[src/rtl/dac_frame_pkg.sv]
`timescale 1ns/1ps
package dac_frame_pkg;

   localparam int WORD_W    = 16;
   localparam int CODE_W    = 12;
   localparam int SPEED_POS = 14;
   localparam int PWRDN_POS = 13;

   typedef enum logic [2:0] {
      ST_IDLE,
      ST_CS_LEAD,
      ST_FS_LEAD,
      ST_CLK_HI,
      ST_CLK_LO,
      ST_FS_TAIL,
      ST_CS_TAIL
   } phase_t;

   function automatic logic [WORD_W-1:0] pack_word(input logic [CODE_W-1:0] code,
                                                   input logic fast,
                                                   input logic pwrdn);
      logic [WORD_W-1:0] w;
      w                = '0;
      w[CODE_W-1:0]    = code;
      w[SPEED_POS]     = fast;
      w[PWRDN_POS]     = pwrdn;
      return w;
   endfunction

   function automatic int max_of(input int a, input int b);
      return (a > b) ? a : b;
   endfunction

endpackage

[src/rtl/dac_step_timer.sv]
`timescale 1ns/1ps
module dac_step_timer #(
   parameter int CNT_W = 4
) (
   input  logic             clk,
   input  logic             rst_n,
   input  logic             load,
   input  logic [CNT_W-1:0] load_val,
   output logic             expired
);

   logic [CNT_W-1:0] cnt;

   always_ff @(posedge clk or negedge rst_n) begin
      if (!rst_n)            cnt <= '0;
      else if (load)         cnt <= load_val;
      else if (cnt != '0)    cnt <= cnt - 1'b1;
   end

   assign expired = (cnt == '0);

endmodule

[src/rtl/dac_word_shifter.sv]
`timescale 1ns/1ps
module dac_word_shifter #(
   parameter int WIDTH = 16
) (
   input  logic             clk,
   input  logic             rst_n,
   input  logic             load,
   input  logic [WIDTH-1:0] word,
   input  logic             shift,
   output logic             head
);

   logic [WIDTH-1:0] sreg;

   always_ff @(posedge clk or negedge rst_n) begin
      if (!rst_n)      sreg <= '0;
      else if (load)   sreg <= word;
      else if (shift)  sreg <= {sreg[WIDTH-2:0], 1'b0};
   end

   assign head = sreg[WIDTH-1];

endmodule

[src/rtl/dac_frame_host.sv]
`timescale 1ns/1ps
module dac_frame_host
   import dac_frame_pkg::*;
#(
   parameter int T_CS_FS  = 3,
   parameter int T_FS_CK  = 2,
   parameter int T_CLK_HI = 7,
   parameter int T_CLK_LO = 7,
   parameter int T_END_FS = 3,
   parameter int T_END_CS = 3,
   parameter int T_FS_HI  = 5
) (
   input  logic              clk,
   input  logic              rst_n,
   input  logic              req_valid,
   output logic              req_ready,
   input  logic [CODE_W-1:0] req_code,
   input  logic              req_fast,
   input  logic              req_pwrdn,
   output logic              cs_n,
   output logic              fs,
   output logic              sclk,
   output logic              sdo,
   output logic              done
);

   localparam int T_MAX   = max_of(max_of(max_of(T_CS_FS, T_FS_CK), max_of(T_CLK_HI, T_CLK_LO)),
                                   max_of(T_END_FS, T_END_CS));
   localparam int CNT_W   = $clog2(T_MAX + 1);
   localparam int BIT_W   = $clog2(WORD_W);
   localparam int SEQ_GAP = T_END_CS + 1 + T_CS_FS;

   localparam logic [CNT_W-1:0] LD_CS_FS  = CNT_W'(T_CS_FS - 1);
   localparam logic [CNT_W-1:0] LD_FS_CK  = CNT_W'(T_FS_CK - 1);
   localparam logic [CNT_W-1:0] LD_HI     = CNT_W'(T_CLK_HI - 1);
   localparam logic [CNT_W-1:0] LD_LO     = CNT_W'(T_CLK_LO - 1);
   localparam logic [CNT_W-1:0] LD_END_FS = CNT_W'(T_END_FS - 1);
   localparam logic [CNT_W-1:0] LD_END_CS = CNT_W'(T_END_CS - 1);

   initial begin
      assert (T_CS_FS  >= 1) else $error("T_CS_FS must be at least 1");
      assert (T_FS_CK  >= 1) else $error("T_FS_CK must be at least 1");
      assert (T_CLK_HI >= 1) else $error("T_CLK_HI must be at least 1");
      assert (T_CLK_LO >= 1) else $error("T_CLK_LO must be at least 1");
      assert (T_END_FS >= 1) else $error("T_END_FS must be at least 1");
      assert (T_END_CS >= 1) else $error("T_END_CS must be at least 1");
      assert (T_FS_HI  >= 1) else $error("T_FS_HI must be at least 1");
   end

   phase_t           state;
   logic             adv;
   logic             last_bit;
   logic             tmr_done;
   logic [CNT_W-1:0] tmr_val;
   logic             sh_load;
   logic             sh_shift;
   logic             sh_head;
   logic [BIT_W-1:0] bit_idx;
   logic             gap_ok;
   logic             cs_n_q, fs_q, sclk_q, sdo_q, done_q;

   // Phase timer: each phase holds for its programmed cycle count
   dac_step_timer #(.CNT_W(CNT_W)) u_timer (
      .clk      (clk),
      .rst_n    (rst_n),
      .load     (adv),
      .load_val (tmr_val),
      .expired  (tmr_done)
   );

   // Word register, MSB presented at head
   dac_word_shifter #(.WIDTH(WORD_W)) u_shift (
      .clk   (clk),
      .rst_n (rst_n),
      .load  (sh_load),
      .word  (pack_word(req_code, req_fast, req_pwrdn)),
      .shift (sh_shift),
      .head  (sh_head)
   );

   // Frame-sync high-time guard, only built when the sequence alone cannot ensure it
   generate
      if (T_FS_HI > SEQ_GAP) begin : g_gap_cnt
         localparam int GW = $clog2(T_FS_HI + 1);
         logic [GW-1:0] hi_cnt;
         always_ff @(posedge clk or negedge rst_n) begin
            if (!rst_n)                     hi_cnt <= '0;
            else if (!fs_q)                 hi_cnt <= '0;
            else if (hi_cnt != GW'(T_FS_HI)) hi_cnt <= hi_cnt + 1'b1;
         end
         assign gap_ok = (hi_cnt >= GW'(T_FS_HI - 1));
      end else begin : g_gap_free
         assign gap_ok = 1'b1;
      end
   endgenerate

   assign last_bit = (bit_idx == BIT_W'(WORD_W - 1));

   always_comb begin
      case (state)
         ST_IDLE:    adv = req_valid;
         ST_CS_LEAD: adv = tmr_done && gap_ok;
         default:    adv = tmr_done;
      endcase
   end

   always_comb begin
      case (state)
         ST_IDLE:    tmr_val = LD_CS_FS;
         ST_CS_LEAD: tmr_val = LD_FS_CK;
         ST_FS_LEAD: tmr_val = LD_HI;
         ST_CLK_HI:  tmr_val = LD_LO;
         ST_CLK_LO:  tmr_val = last_bit ? LD_END_FS : LD_HI;
         ST_FS_TAIL: tmr_val = LD_END_CS;
         default:    tmr_val = '0;
      endcase
   end

   assign sh_load  = (state == ST_IDLE) && req_valid;
   assign sh_shift = adv && ((state == ST_FS_LEAD) || ((state == ST_CLK_LO) && !last_bit));

   always_ff @(posedge clk or negedge rst_n) begin
      if (!rst_n) begin
         state   <= ST_IDLE;
         cs_n_q  <= 1'b1;
         fs_q    <= 1'b1;
         sclk_q  <= 1'b0;
         sdo_q   <= 1'b0;
         done_q  <= 1'b0;
         bit_idx <= '0;
      end else begin
         done_q <= 1'b0;
         if (adv) begin
            case (state)
               ST_IDLE: begin
                  cs_n_q <= 1'b0;
                  state  <= ST_CS_LEAD;
               end
               ST_CS_LEAD: begin
                  fs_q  <= 1'b0;
                  state <= ST_FS_LEAD;
               end
               ST_FS_LEAD: begin
                  sclk_q  <= 1'b1;
                  sdo_q   <= sh_head;
                  bit_idx <= '0;
                  state   <= ST_CLK_HI;
               end
               ST_CLK_HI: begin
                  sclk_q <= 1'b0;
                  state  <= ST_CLK_LO;
               end
               ST_CLK_LO: begin
                  if (last_bit) begin
                     state <= ST_FS_TAIL;
                  end else begin
                     sclk_q  <= 1'b1;
                     sdo_q   <= sh_head;
                     bit_idx <= bit_idx + 1'b1;
                     state   <= ST_CLK_HI;
                  end
               end
               ST_FS_TAIL: begin
                  fs_q  <= 1'b1;
                  state <= ST_CS_TAIL;
               end
               default: begin
                  cs_n_q <= 1'b1;
                  done_q <= 1'b1;
                  state  <= ST_IDLE;
               end
            endcase
         end
      end
   end

   assign req_ready = (state == ST_IDLE);
   assign cs_n      = cs_n_q;
   assign fs        = fs_q;
   assign sclk      = sclk_q;
   assign sdo       = sdo_q;
   assign done      = done_q;

   AST_SCLK_PARKED:    assert property (@(posedge clk) disable iff (!rst_n) cs_n |-> !sclk);
   AST_BUSY_NOT_READY: assert property (@(posedge clk) disable iff (!rst_n) !cs_n |-> !req_ready);
   AST_DONE_AT_CS_UP:  assert property (@(posedge clk) disable iff (!rst_n) done |-> (cs_n && !$past(cs_n)));
   AST_SDO_ON_RISE:    assert property (@(posedge clk) disable iff (!rst_n) (sdo != $past(sdo)) |-> (sclk && !$past(sclk)));
   AST_FS_UNDER_CS:    assert property (@(posedge clk) disable iff (!rst_n) $fell(fs) |-> !cs_n);
   AST_CS_AFTER_FS:    assert property (@(posedge clk) disable iff (!rst_n) $rose(cs_n) |-> fs);

endmodule

[config.mk]
export PLATFORM = sky130hd
export DESIGN_NAME = dac_frame_host
export DESIGN_NICKNAME = d
export VERILOG_FILES = /design/src/rtl/dac_frame_pkg.sv /design/src/rtl/dac_step_timer.sv /design/src/rtl/dac_word_shifter.sv /design/src/rtl/dac_frame_host.sv
export SDC_FILE = /design/constraint.sdc
export NUM_CORES = 1
export LEC_CHECK = 0
export BUFFER_PORTS_ARGS = -buffer_cell sky130_fd_sc_hd__buf_4
export CAP_MARGIN = 0
export CORE_MARGIN = 2
export CORE_UTILIZATION = 56
export DETAILED_ROUTE_END_ITERATION = 7
export PLACE_DENSITY = 0.78
export SLEW_MARGIN = 20
export SYNTH_ARGS = -nofsm -noshare
export SYNTH_HDL_FRONTEND = slang
export SYNTH_SLANG_ARGS = --single-unit
export TNS_END_PERCENT = 30
[constraint.sdc]
create_clock -name clk -period 2.03 [get_ports clk]
set_input_delay 0 -clock clk [delete_from_list [all_inputs] [get_ports clk]]
set_output_delay 0 -clock clk [all_outputs]
set_load 0.02 [all_outputs]
### After elaboration in Yosys (flattened, before gate mapping)

Index checks and enable logic that the tools add are counted.

* bits of input ports: 17
* bits in registers: 31
* word-level logic and storage cells: 59
* output and inout bits: 6

* mux-type cells: 19
* bitwise gates (word level): 1
* reduce and logical (&&, ||, !) cells: 21
* add/subtract/negate cells: 2
* equality and inequality tests: 7

Operators with widths (number)
* $mux W16: 2
* $pmux W3 S6: 1
* $mux W3: 4
* $pmux W3 S4: 1
* $pmux W4 S2: 1
* $reduce_bool A2 Y1: 4
* $eq A3 B2 Y1 const B: 2
* $eq A3 B3 Y1 const B: 2
* $logic_not A3 Y1: 2
* $pmux W1 S2: 3
* $reduce_and A3 Y1: 2
* $reduce_bool A3 Y1: 2
* $reduce_or A6 Y1: 1
* $mux W1: 5
* $reduce_or A5 Y1: 1
* $add A4 B1 Y4 const B: 1
* $eq A4 B4 Y1 const B: 1
* $mux W4: 1
* $reduce_and A2 Y1: 2
* $reduce_or A2 Y1: 2
* $eq A3 B1 Y1 const B: 1
* $logic_and A1 B1 Y1: 3
* $pmux W1 S3: 1
* $sub A3 B1 Y3 const B: 1
* 4 further kinds: 4

### Depth between registers and ports, before layout

Gate-level depths: netlist of the first run.

* depth in word-level cells: 7
* mapped depth: 8
* mapped depth without buffers: 6

### Cells and area by module

A second synthesis of the first run with hierarchy kept.

* cell total of the unflattened synthesis: 173
* area total of the unflattened synthesis: 1759.2 um^2

Modules (own cells, without submodules)
* dac_frame_host: area an instance 817.0 um^2, seq. area each 302.8 um^2, cells an instance 83, instances 1
* dac_word_shifter: area an instance 742.0 um^2, seq. area each 400.4 um^2, cells an instance 69, instances 1
* dac_step_timer: area an instance 200.2 um^2, seq. area each 75.1 um^2, cells an instance 21, instances 1

### Worst setup path after synthesis of the first run

No wires, ideal clock.

* path kind: register to register
* start: register state[1]
* end: register u_shift.sreg[10]
* setup time: 68 ps
* buffers on the path: 3
* path slack: 287 ps
* data required time: 1962 ps
* stages on the path, launching flop included: 8
* arrival: 1674 ps
* period minus slack after synthesis: 1743 ps
* cells stage by stage: dfrtp_1 buf_6 nor3_1 and2_1 buf_2 buf_2 nand2_1 nand3_1

* elaborated cells on any way between the ends: 10
* those cells by class: eq/ne: 2; mux: 2; reduce/logical: 6

RTL lines
* from (decl): RTL line dac_frame_host.sv:50 `phase_t state;`
* from (signal assigned): RTL line dac_frame_host.sv:124 `state <= ST_IDLE;`
* from (signal assigned): RTL line dac_frame_host.sv:137 `state <= ST_CS_LEAD;`
* from (signal assigned): RTL line dac_frame_host.sv:141 `state <= ST_FS_LEAD;`
* $logic_not A3 Y1 *
* net req_ready: RTL line dac_frame_host.sv:16 `output logic req_ready,`
* $mux W1: RTL line dac_frame_host.sv:100 `case (state)`
* $logic_and A1 B1 Y1: RTL line dac_frame_host.sv:120 `assign sh_shift = adv && ((state == ST_FS_LEAD) || ((state == ST_CLK_LO) && !last_bit));`
* $reduce_bool A2 Y1 (no line)
* to (signal assigned): RTL line dac_word_shifter.sv:17 `else if (load) sreg <= word;`
* to (signal assigned): RTL line dac_word_shifter.sv:18 `else if (shift) sreg <= {sreg[WIDTH-2:0], 1'b0};`
* to (decl): RTL line dac_word_shifter.sv:13 `logic [WIDTH-1:0] sreg;`

Mark *: on every way through the listed nets, which the timed path passes. The rest lies on a longest branch.
A chain may end at the register's enable or synchronous reset.

### Worst setup path in the final report of the first run

* start: register bit_idx[0]
* end: register u_shift.sreg[12]

* longest elaborated chain between the ends: 6

Ends and longest elaborated chain
* from (decl): RTL line dac_frame_host.sv:58 `logic [BIT_W-1:0] bit_idx;`
* from (signal assigned): RTL line dac_frame_host.sv:159 `bit_idx <= bit_idx + 1'b1;`
* $eq A4 B4 Y1: RTL line dac_frame_host.sv:97 `assign last_bit = (bit_idx == BIT_W'(WORD_W - 1));`
* $logic_not A1 Y1: RTL line dac_frame_host.sv:120
* $logic_and A1 B1 Y1: RTL line dac_frame_host.sv:120
* $logic_or A1 B1 Y1: RTL line dac_frame_host.sv:120
* $logic_and A1 B1 Y1: RTL line dac_frame_host.sv:120
* $reduce_bool A2 Y1 (no line)

Every way passes these cells.

==> impl_metrics.tcl, run 1 <==
set metrics [dict create \
    dr_total_vias 1388 \
    status "completed" \
    hold_viol 0 \
    layout-drive-gt1-share_pct 22.6 \
    antenna_cells 0 \
    p_per_area_nw_per_um2 1290 \
    place_congestion 0.860 \
    start_util_pct 58.2 \
    synth_nets 193 \
    cts.root.buffer_cell "clkbuf_4" \
    design_power_total_mw 2.58 \
    yosysWarnings 0 \
    globalRouteOverflowTotal 0 \
    cp-start-kind "flop" \
    die_h_um 57.1 \
    cp_slowest_stage_delay_ps 410 \
    grt_max_degree 32 \
    cp.arrival_ps 2140 \
    clk_latency_ps 340 \
    tns_ps 0 \
    p_sw_share_pct 37.2 \
    drt_pass1_iterations 4 \
    antenna_found_initial 0 \
    yosysSeqAreaShare_pct 49.4 \
    cts_sinks 31 \
    netlist-cell-type-count 39 \
    routed_wl_mm 3.47 \
    syn_area_per_cell_um2 9.11 \
    period_needed_ps 1880 \
    critical_path_class "reg -> reg" \
    leakagePower_nw 0.942 \
    syn_inst 173 \
    max_freq_mhz 531 \
    die_w_um 57.1 \
    rsz0062_at_grt "false" \
    track_usage_pct 23.9 \
    ys_ff_latch 31 \
    async_reset_ff_share_pct 100 \
    htree_num_levels 2 \
    viasPerCell 5.71 \
    min_period_over_period_pct 92.8 \
    synthTopCellsByCount "nand2_1, dfrtp_1, a21oi_1, nor2_1, nand3_1" \
    crit_buf_inv 1 \
    synth_top_area_share_pct 46.0 \
    maxCapViolCount 0 \
    crit_family "compound AO/OA/AOI/OAI gates" \
    fin_nets 231 \
    cp_cell_sequence "ha_1 -> nand3_1 -> o211ai_1 -> buf_4 -> nand2_1 -> a21oi_1" \
    yosysMostFrequentCell "nand2_1" \
    cts_buffers 5 \
    cts_setup_buffers 0 \
    p_sw_mw 0.959 \
    syn2layout_area_growth_pct 26.4 \
    drt_iter0_markers 41 \
    hold_path.class "in -> async" \
    finalSetupViolCount 0 \
    worstPathMaxFanout 17 \
    io_pins 23 \
    pwr-share-clk_pct 19.8 \
    synth_area_leaders "dfrtp_1, nand2_1, a21oi_1" \
    cp.required_ps 2290 \
    wire_per_inst_um 14.3 \
    combPwrFrac_pct 38.0 \
    grt_pass1_wl_mm 5.94 \
    ys.flop_type "dfrtp_1" \
    pwr-share-seq_pct 42.2 \
    core_um2 2710 \
    p_int_mw 1.62 \
    cts_buffer_depth 2 \
    drv_slew 0 \
    ant_nets 0 \
    ir_drop_mv 1.11 \
    skew_ps 13.8 \
    dieArea_um2 3260 \
    route.detailed.drc 0 \
    tritoncts "built" \
    first_global_vias 1346 \
    row_count 19 \
    hpwl_mm 2.12 \
    synth_edf_count 0 \
    netlist_area_um2 1580 \
    slew-limit-headroom_pct 69.0 \
    slowest_stage "dfrtp_1" \
    synth_top_area_cell "dfrtp_1" \
    port_buffers 22 \
    worstMarginPinSlew_ps 465 \
    cp-end-kind "flop" \
    clkTransAtPathRegs_ps 100 \
]
[routing by layer]
| layer | GRT usage [%] | part of all wire [%] | vias to the layer above |
|---|---|---|---|
| met5 | 0 | 0 | - |
| met4 | 9.63 | 2.0 | 0 |
| met3 | 7.48 | 4.4 | 8 |
| met2 | 37.6 | 49 | 36 |
| met1 | 30.9 | 44 | 671 |
| li1 | - | - | 673 |
[power groups by stage]
stage / sequential [mW] / combinational [mW] / clock, mW
floorplan: 1.04 / 0.742 / 0
global placement: 1.07 / 0.907 / 0
detailed placement: 1.09 / 0.947 / 0
CTS: 1.08 / 0.973 / 0.528
global route: 1.12 / 1.10 / 0.553
finish: 1.09 / 0.978 / 0.511
[area by class of cell]
class,count,area [µm²]
Multi-Input combinational cell,126,711
Fill cell,208,717
Clock inverter,2,35.0
Timing Repair Buffer,44,368
Clock buffer,6,51.3
Sequential cell,31,778
Tap cell,31,38.8
Inverter,3,11.3
[placed cells by master (no fill, tap or decap), drive strengths merged, types with 5 or more instances in the layout]
cell,count
clkbuf,6
o21ai,9
dlygate4sd3,15
nand2,34
dfrtp,29
a21oi,13
nor2,13
buf,29
nand3,17
nor3,5
[timing repair]
action                                 in CTS  in global routing
endpoints found under the hold margin      45                  0
resized for setup                           0                  1
hold buffers                               15                  0
setup endpoints to repair                   0                  4
[cell families (layout without fill, tap and decap cells)]
logic type                 count (synthesis)  in the layout  share of synthesized area (%)
xor gates and xnor gates                   1              1                          0.556
muxes                                      1              1                          0.714
DFF                                       31             31                           49.4
adders and majority gates                  3              3                           2.38
and+or+nand+nor                           84             84                           26.3
AOI/OAI and AO/OA                         37             37                           14.8
buffers and inverters                     16             55                           5.87
[state kept, by name, summed over array words and instances, names as in the netlist]
name / flops
u_shift.sreg: 16
bit_idx: 4
state: 3
u_timer.cnt: 3
cs_n: 1
done: 1
fs: 1
sclk: 1
sdo: 1
[worst paths after layout]
path                       slack, ps  depth (start not counted)        startpoint               end
setup / recovery                 150                          6        bit_idx[0]  u_shift.sreg[12]
hold / removal                   110                          2             rst_n              sclk
setup reg to reg                 150                          6        bit_idx[0]  u_shift.sreg[12]
hold reg to reg                  480                          2  u_shift.sreg[15]               sdo
max in group asynchronous       1580                          2             rst_n                fs
min in group clk                 180                          4         req_valid    u_timer.cnt[2]
[through the flow]
stage | hold WS, ps | util, % | area, µm² | setup slack [ps] | std cells
floorplan | -296 | - | 1580 | 287 | 173
global route | 125 | 73.5 | 1990 | 14.9 | 243
global placement | -52.4 | 64.6 | 1750 | 227 | 220
CTS | 115 | 73.4 | 1990 | 127 | 243
detailed placement | -44.3 | 64.6 | 1750 | 143 | 220
finish | 107 | 73.5 | 1990 | 146 | 243
No activity file was read; power rests on OpenSTA's default activity.
==> run 2, diff against run 1 <==
CORE_UTILIZATION = 39   (was 56)
PLACE_DENSITY = unset   (was 0.78)
==> run 2 against run 1 <==
The flow now finishes with violations (hold timing). Utilization shrank 23 points. Sequential power is essentially flat. Non-clock buffer count decreased by 1. First-iteration DRC count decreased by 27%. Register-to-register slack better by 80 ps. Clock-buffer cell count stayed put. Flip-flop and latch count unchanged. Hold slack got worse by 110 ps. Critical path type unchanged. Critical endpoint is now u_shift.sreg[11].
==> impl_metrics.tcl, run 2 (same netlist as run 1, synthesis figures left out) <==
set metrics [dict create \
    status "finished, violations left" \
    violations "hold timing" \
    finalSetupViolCount 0 \
    die_h_um 67.6 \
    globalRouteOverflowTotal 0 \
    tns_ps 0 \
    core_um2 3940 \
    reg2reg_to "u_shift.sreg[11]" \
    whs_ps -5.01 \
    slowest_stage "dfrtp_1" \
    hpwl_mm 2.24 \
    crit_top_cell "a21oi_1" \
    reg_top3 "u_shift.sreg x16, bit_idx x4" \
    die_w_um 67.6 \
    antenna_found_initial 0 \
    largest-register "u_shift.sreg" \
    grt_max_degree 32 \
    htree_num_levels 2 \
    min_period_over_period_pct 88.9 \
    p_per_area_nw_per_um2 1260 \
    cts_buffer_depth 2 \
    finalNonFillerCells 261 \
    track_usage_pct 16.1 \
    cts_buffers 5 \
    dr_total_vias 1341 \
    setup_slack_ps 226 \
    cts_sinks 31 \
    worstMarginPinSlew_ps 408 \
    io_pins 23 \
    cp-end-kind "flop" \
    cp.arrival_ps 2000 \
    final_cell_mix "nand2_1, dfrtp_1, buf_4, dlygate4sd3_1" \
    layout-drive-gt1-share_pct 21.8 \
    viasPerCell 5.14 \
    grt_pass1_wl_mm 5.49 \
    clk_latency_ps 280 \
    design_power_total_mw 2.52 \
    dp.cells 239 \
    critical_path_class "reg -> reg" \
    worstHoldPathCells 3 \
    ff2ff_path_depth 7 \
    crit_buf_inv 2 \
    critical_path_cell_count 7 \
    hold_buffers 14 \
    max_freq_mhz 554 \
    maxCapViolCount 0 \
    r2r_start "u_timer.cnt[0]" \
    dieArea_um2 4570 \
    cp.required_ps 2230 \
    reg2reg_setup_slack_ps 230 \
    crit_path_start "u_timer.cnt[0]" \
    drt_pass1_iterations 4 \
    skew_ps 6.90 \
    drt_iter0_markers 30 \
    crit_family "compound AO/OA/AOI/OAI gates" \
    hold_viol 1 \
    leakagePower_nw 0.930 \
    port_buffers 22 \
    hold_path.class "in -> reg" \
    rsz0062_at_grt "false" \
    worstPathMaxFanout 17 \
    wire_per_inst_um 12.8 \
    slew-limit-headroom_pct 72.8 \
    crit_end "u_shift.sreg[11]" \
    tritoncts "built" \
    cts_setup_buffers 0 \
    cp-start-kind "flop" \
    clkTransAtPathRegs_ps 70 \
    period_needed_ps 1800 \
    ir_drop_mv 0.594 \
    syn2layout_area_growth_pct 26.9 \
    cp_cell_sequence "inv_1 -> ha_1 -> nor3b_1 -> o211a_1 -> buf_4 -> a21oi_1 -> a21oi_1" \
    cts_resized 0 \
    routed_wl_mm 3.34 \
    start_util_pct 40.0 \
    cp_slowest_stage_delay_ps 370 \
    ant_nets 0 \
    mostFrequentLayoutCell "nand2_1" \
    drv_slew 0 \
    antenna_cells 0 \
    cts.root.buffer_cell "clkbuf_8" \
    fin_nets 230 \
    route.detailed.drc 0 \
    first_global_vias 1279 \
    pre_cts_ws_ps 239 \
    row_count 23 \
    largest_reg_flops 16 \
    place_congestion 0.761 \
]
-- run 2: changes by cell type in the layout (fill, tap and decap cells not counted), sizes merged --
cell         change
dlygate4sd3      -1
bufinv           -1
clkinvlp         +1
-- run 2: power by group --
group | internal, mW | total, mW | leakage (nW) | switching, mW
registers | 0.878 | 1.09 | 0.376 | 0.208
logic | 0.443 | 0.960 | 0.512 | 0.517
clock network | 0.239 | 0.471 | 0.0412 | 0.231
-- run 2: worst min-delay path by stage --
stage                     slack (ps)               end          from
after global placement           -40          state[0]         rst_n
after global routing               1  u_shift.sreg[11]  req_code[11]
final                             -5  u_shift.sreg[11]  req_code[11]
after CTS                          2  u_shift.sreg[11]  req_code[11]
after detailed placement         -40          state[0]         rst_n
after floorplan                 -300        bit_idx[0]         rst_n
-- run 2: metrics by stage --
step	area, µm²	hold WS, ps	utilization, %
floorplan	1580	-296	-
global placement	1780	-44.3	45.0
detailed placement	1780	-41.4	45.0
CTS	2000	1.78	50.7
global route	2000	1.07	50.7
finish	2000	-5.01	50.7
-- run 2: worst reg2reg max path: stages, from the launching register on --
cell and delay [ps]:
dfrtp_1 370, inv_1 90, ha_1 220, nor3b_1 360, o211a_1 230, buf_4 210
a21oi_1 90, a21oi_1 160
-- run 2: area by class of cell --
type                    instances  area (µm²)
well taps                      50        62.6
inverters                       3        11.3
fillers                       362        1940
clock inverters                 2        12.5
repair buffers                 43         358
flip-flops and latches         31         778
multi-input cells             126         706
clock buffers                   6        72.6
-- run 2: layer usage --
layer  vias to the layer above  global-route usage (%)  share of wire (%)
met4                         0                    5.87               0.78
met2                        27                    26.7                 50
li1                        670                       -                  -
met1                       640                    20.0                 45
met5                         -                       0                  0
met3                         4                    4.17                4.5
==> run 3, diff against run 2 <==
SYNTH_HIERARCHICAL = 1   (was unset)
==> run 3 against run 2 <==
Largest power group is now clock. Critical path type unchanged. Routed wire length rose by 7.5%. Die area is 11% higher. Critical endpoint is now u_timer/cnt[1]. Flip-flop and latch count stayed put. Sequential share of layout area shrank 4.9 points. Register-to-register slack worse by 90 ps. The flow now finishes without violations.
==> impl_metrics.tcl, run 3 <==
set metrics [dict create \
    status "completed" \
    slowest_stage "dfrtp_1" \
    drv_slew 0 \
    row_count 24 \
    synth_edf_count 0 \
    synth_top_area_cell "dfrtp_1" \
    cp.required_ps 2200 \
    cts_setup_buffers 0 \
    worstPathMaxFanout 9 \
    dr_total_vias 1394 \
    synth_area_leaders "dfrtp_1, mux2i_1, nand2_1" \
    cts_buffers 5 \
    syn2layout_area_growth_pct 30.2 \
    reg_top3 "u_shift/sreg x16, bit_idx x4" \
    hold_viol 0 \
    grt_pass1_wl_mm 6.35 \
    hold_path.class "in -> async" \
    ant_nets 0 \
    globalRouteOverflowTotal 0 \
    yosysMostFrequentCell "dfrtp_1" \
    synth.mux.area_fraction_pct 11.9 \
    rsz0062_at_grt "false" \
    fin_nets 241 \
    drt_pass1_iterations 4 \
    largest_reg_flops 16 \
    netlist-cell-type-count 48 \
    core_um2 4350 \
    period_needed_ps 1900 \
    grt_max_degree 33 \
    io_pins 23 \
    cts_buffer_depth 2 \
    crit_buf_inv 3 \
    min_period_over_period_pct 93.5 \
    largest-register "u_shift/sreg" \
    clkTransAtPathRegs_ps 70 \
    drt_iter0_markers 64 \
    crit_family "flip-flops" \
    start_util_pct 40.4 \
    track_usage_pct 15.7 \
    synth_top_area_share_pct 41.3 \
    netlist_area_um2 1760 \
    die_h_um 71.2 \
    die_w_um 71.2 \
    cp.arrival_ps 2070 \
    final_cell_mix "dfrtp_1, buf_4, nand2_1, mux2i_1, dlygate4sd3_1" \
    leakagePower_nw 0.953 \
    synth_xor_area_share_pct 0 \
    first_global_vias 1495 \
    cts_sinks 31 \
    syn_area_per_cell_um2 10.2 \
    syn_inst 173 \
    skew_ps 8.13 \
    clk_latency_ps 280 \
    ys.flop_type "dfrtp_1" \
    synthTopCellsByCount "dfrtp_1, nand2_1, mux2i_1" \
    viasPerCell 5.14 \
    async_reset_ff_share_pct 100 \
    hpwl_mm 2.56 \
    antenna_found_initial 0 \
    mostFrequentLayoutCell "dfrtp_1" \
    p_per_area_nw_per_um2 571 \
    synth_top_family_by_area "simple AND/OR/NAND/NOR gates" \
    dieArea_um2 5060 \
    yosysSeqAreaShare_pct 44.2 \
    design_power_total_mw 1.31 \
    wire_per_inst_um 13.3 \
    synth-adder-area-share_pct 4.27 \
    cp-end-kind "flop" \
    maxCapViolCount 0 \
    tns_ps 0 \
    ys_ff_latch 31 \
    layout-drive-gt1-share_pct 22.8 \
    finalSetupViolCount 0 \
    tritoncts "built" \
    ir_drop_mv 0.369 \
    port_buffers 22 \
    max_freq_mhz 527 \
    antenna_cells 0 \
    routed_wl_mm 3.60 \
    cts.root.buffer_cell "clkbuf_8" \
    synthSimpleGateAreaFrac_pct 18.4 \
    cp_slowest_stage_delay_ps 380 \
    route.detailed.drc 0 \
    yosysWarnings 6 \
    cp_cell_sequence "inv_1 -> ha_2 -> nand2b_1 -> inv_1 -> buf_4 -> mux2_2 -> nor2b_1 -> a311oi_1" \
    cp-start-kind "flop" \
    crit_top_cell "inv_1" \
    synth_compound_area_share_pct 14.7 \
    htree_num_levels 2 \
    critical_path_class "reg -> reg" \
    place_congestion 0.785 \
    whs_ps 191 \
]
[run 3: changes by cell type in the layout (fill, tap and decap cells not counted), sizes merged, moves of 4 or more]
cell   before  now
mux2i       0   16
nor2       13    3
a21oi      13    4
o22ai       4    0
nand3      17    3
inv         3   10
nand2      34   24
o21ai       9   22
[run 3: cell type report]
| cell class | instances | area [µm²] |
|---|---|---|
| fillers | 386 | 2060 |
| multi-input cells | 124 | 876 |
| flip-flops and latches | 31 | 778 |
| repair buffers | 46 | 415 |
| clock buffers | 6 | 82.6 |
| well taps | 52 | 65.1 |
| inverters | 10 | 37.5 |
| clock inverters | 2 | 35.0 |
[run 3: metrics by stage]
step	util (%)	instances	area, µm²	setup slack (ps)
finish	52.6	271	2290	131
global route	52.6	271	2290	11.8
CTS	52.0	270	2260	82.6
detailed placement	45.6	246	1980	98.9
global placement	45.6	246	1980	219
floorplan	-	174	1760	202
[run 3: cells by family (layout without fill, tap and decap cells)]
kind of cell	Yosys count	count (layout)
AO/OA/AOI/OAI	39	39
adder cells (fa/ha/maj)	6	6
buffers and inverters	19	64
flip-flops	31	31
multiplexers	20	20
other	1	2
AND/OR/NAND/NOR	57	57
[run 3: timing repair]
action,4_1_cts,5_1_grt
hold buffers,16,0
resized for setup,0,2
hold endpoints to repair,46,0
setup endpoints to repair,0,13
[run 3: report_power, final]
group / internal [mW] / switching, mW
logic: 0.0392 / 0.0214
clock network: 0.397 / 0.232
registers: 0.618 / 0
[run 3: final timing paths]
check	slack (ps)	cells after the start	start	to
setup reg to reg	130	8	u_timer/cnt[0]	u_timer/cnt[1]
setup / recovery	130	8	u_timer/cnt[0]	u_timer/cnt[1]
min in group clk	470	4	req_fast	u_shift/sreg[14]
hold reg to reg	470	2	cs_n	cs_n
max in group asynchronous	1510	2	rst_n	cs_n
hold / removal	190	2	rst_n	u_shift/sreg[4]
[run 3: routing by layer]
layer | track usage, % | routed length, µm | part of all wire, %
met1 | 18.3 | 1570 | 44
met2 | 27.9 | 1840 | 51
met3 | 2.99 | 120 | 3.3
met4 | 6.50 | 61 | 1.7
met5 | 0 | 0 | 0
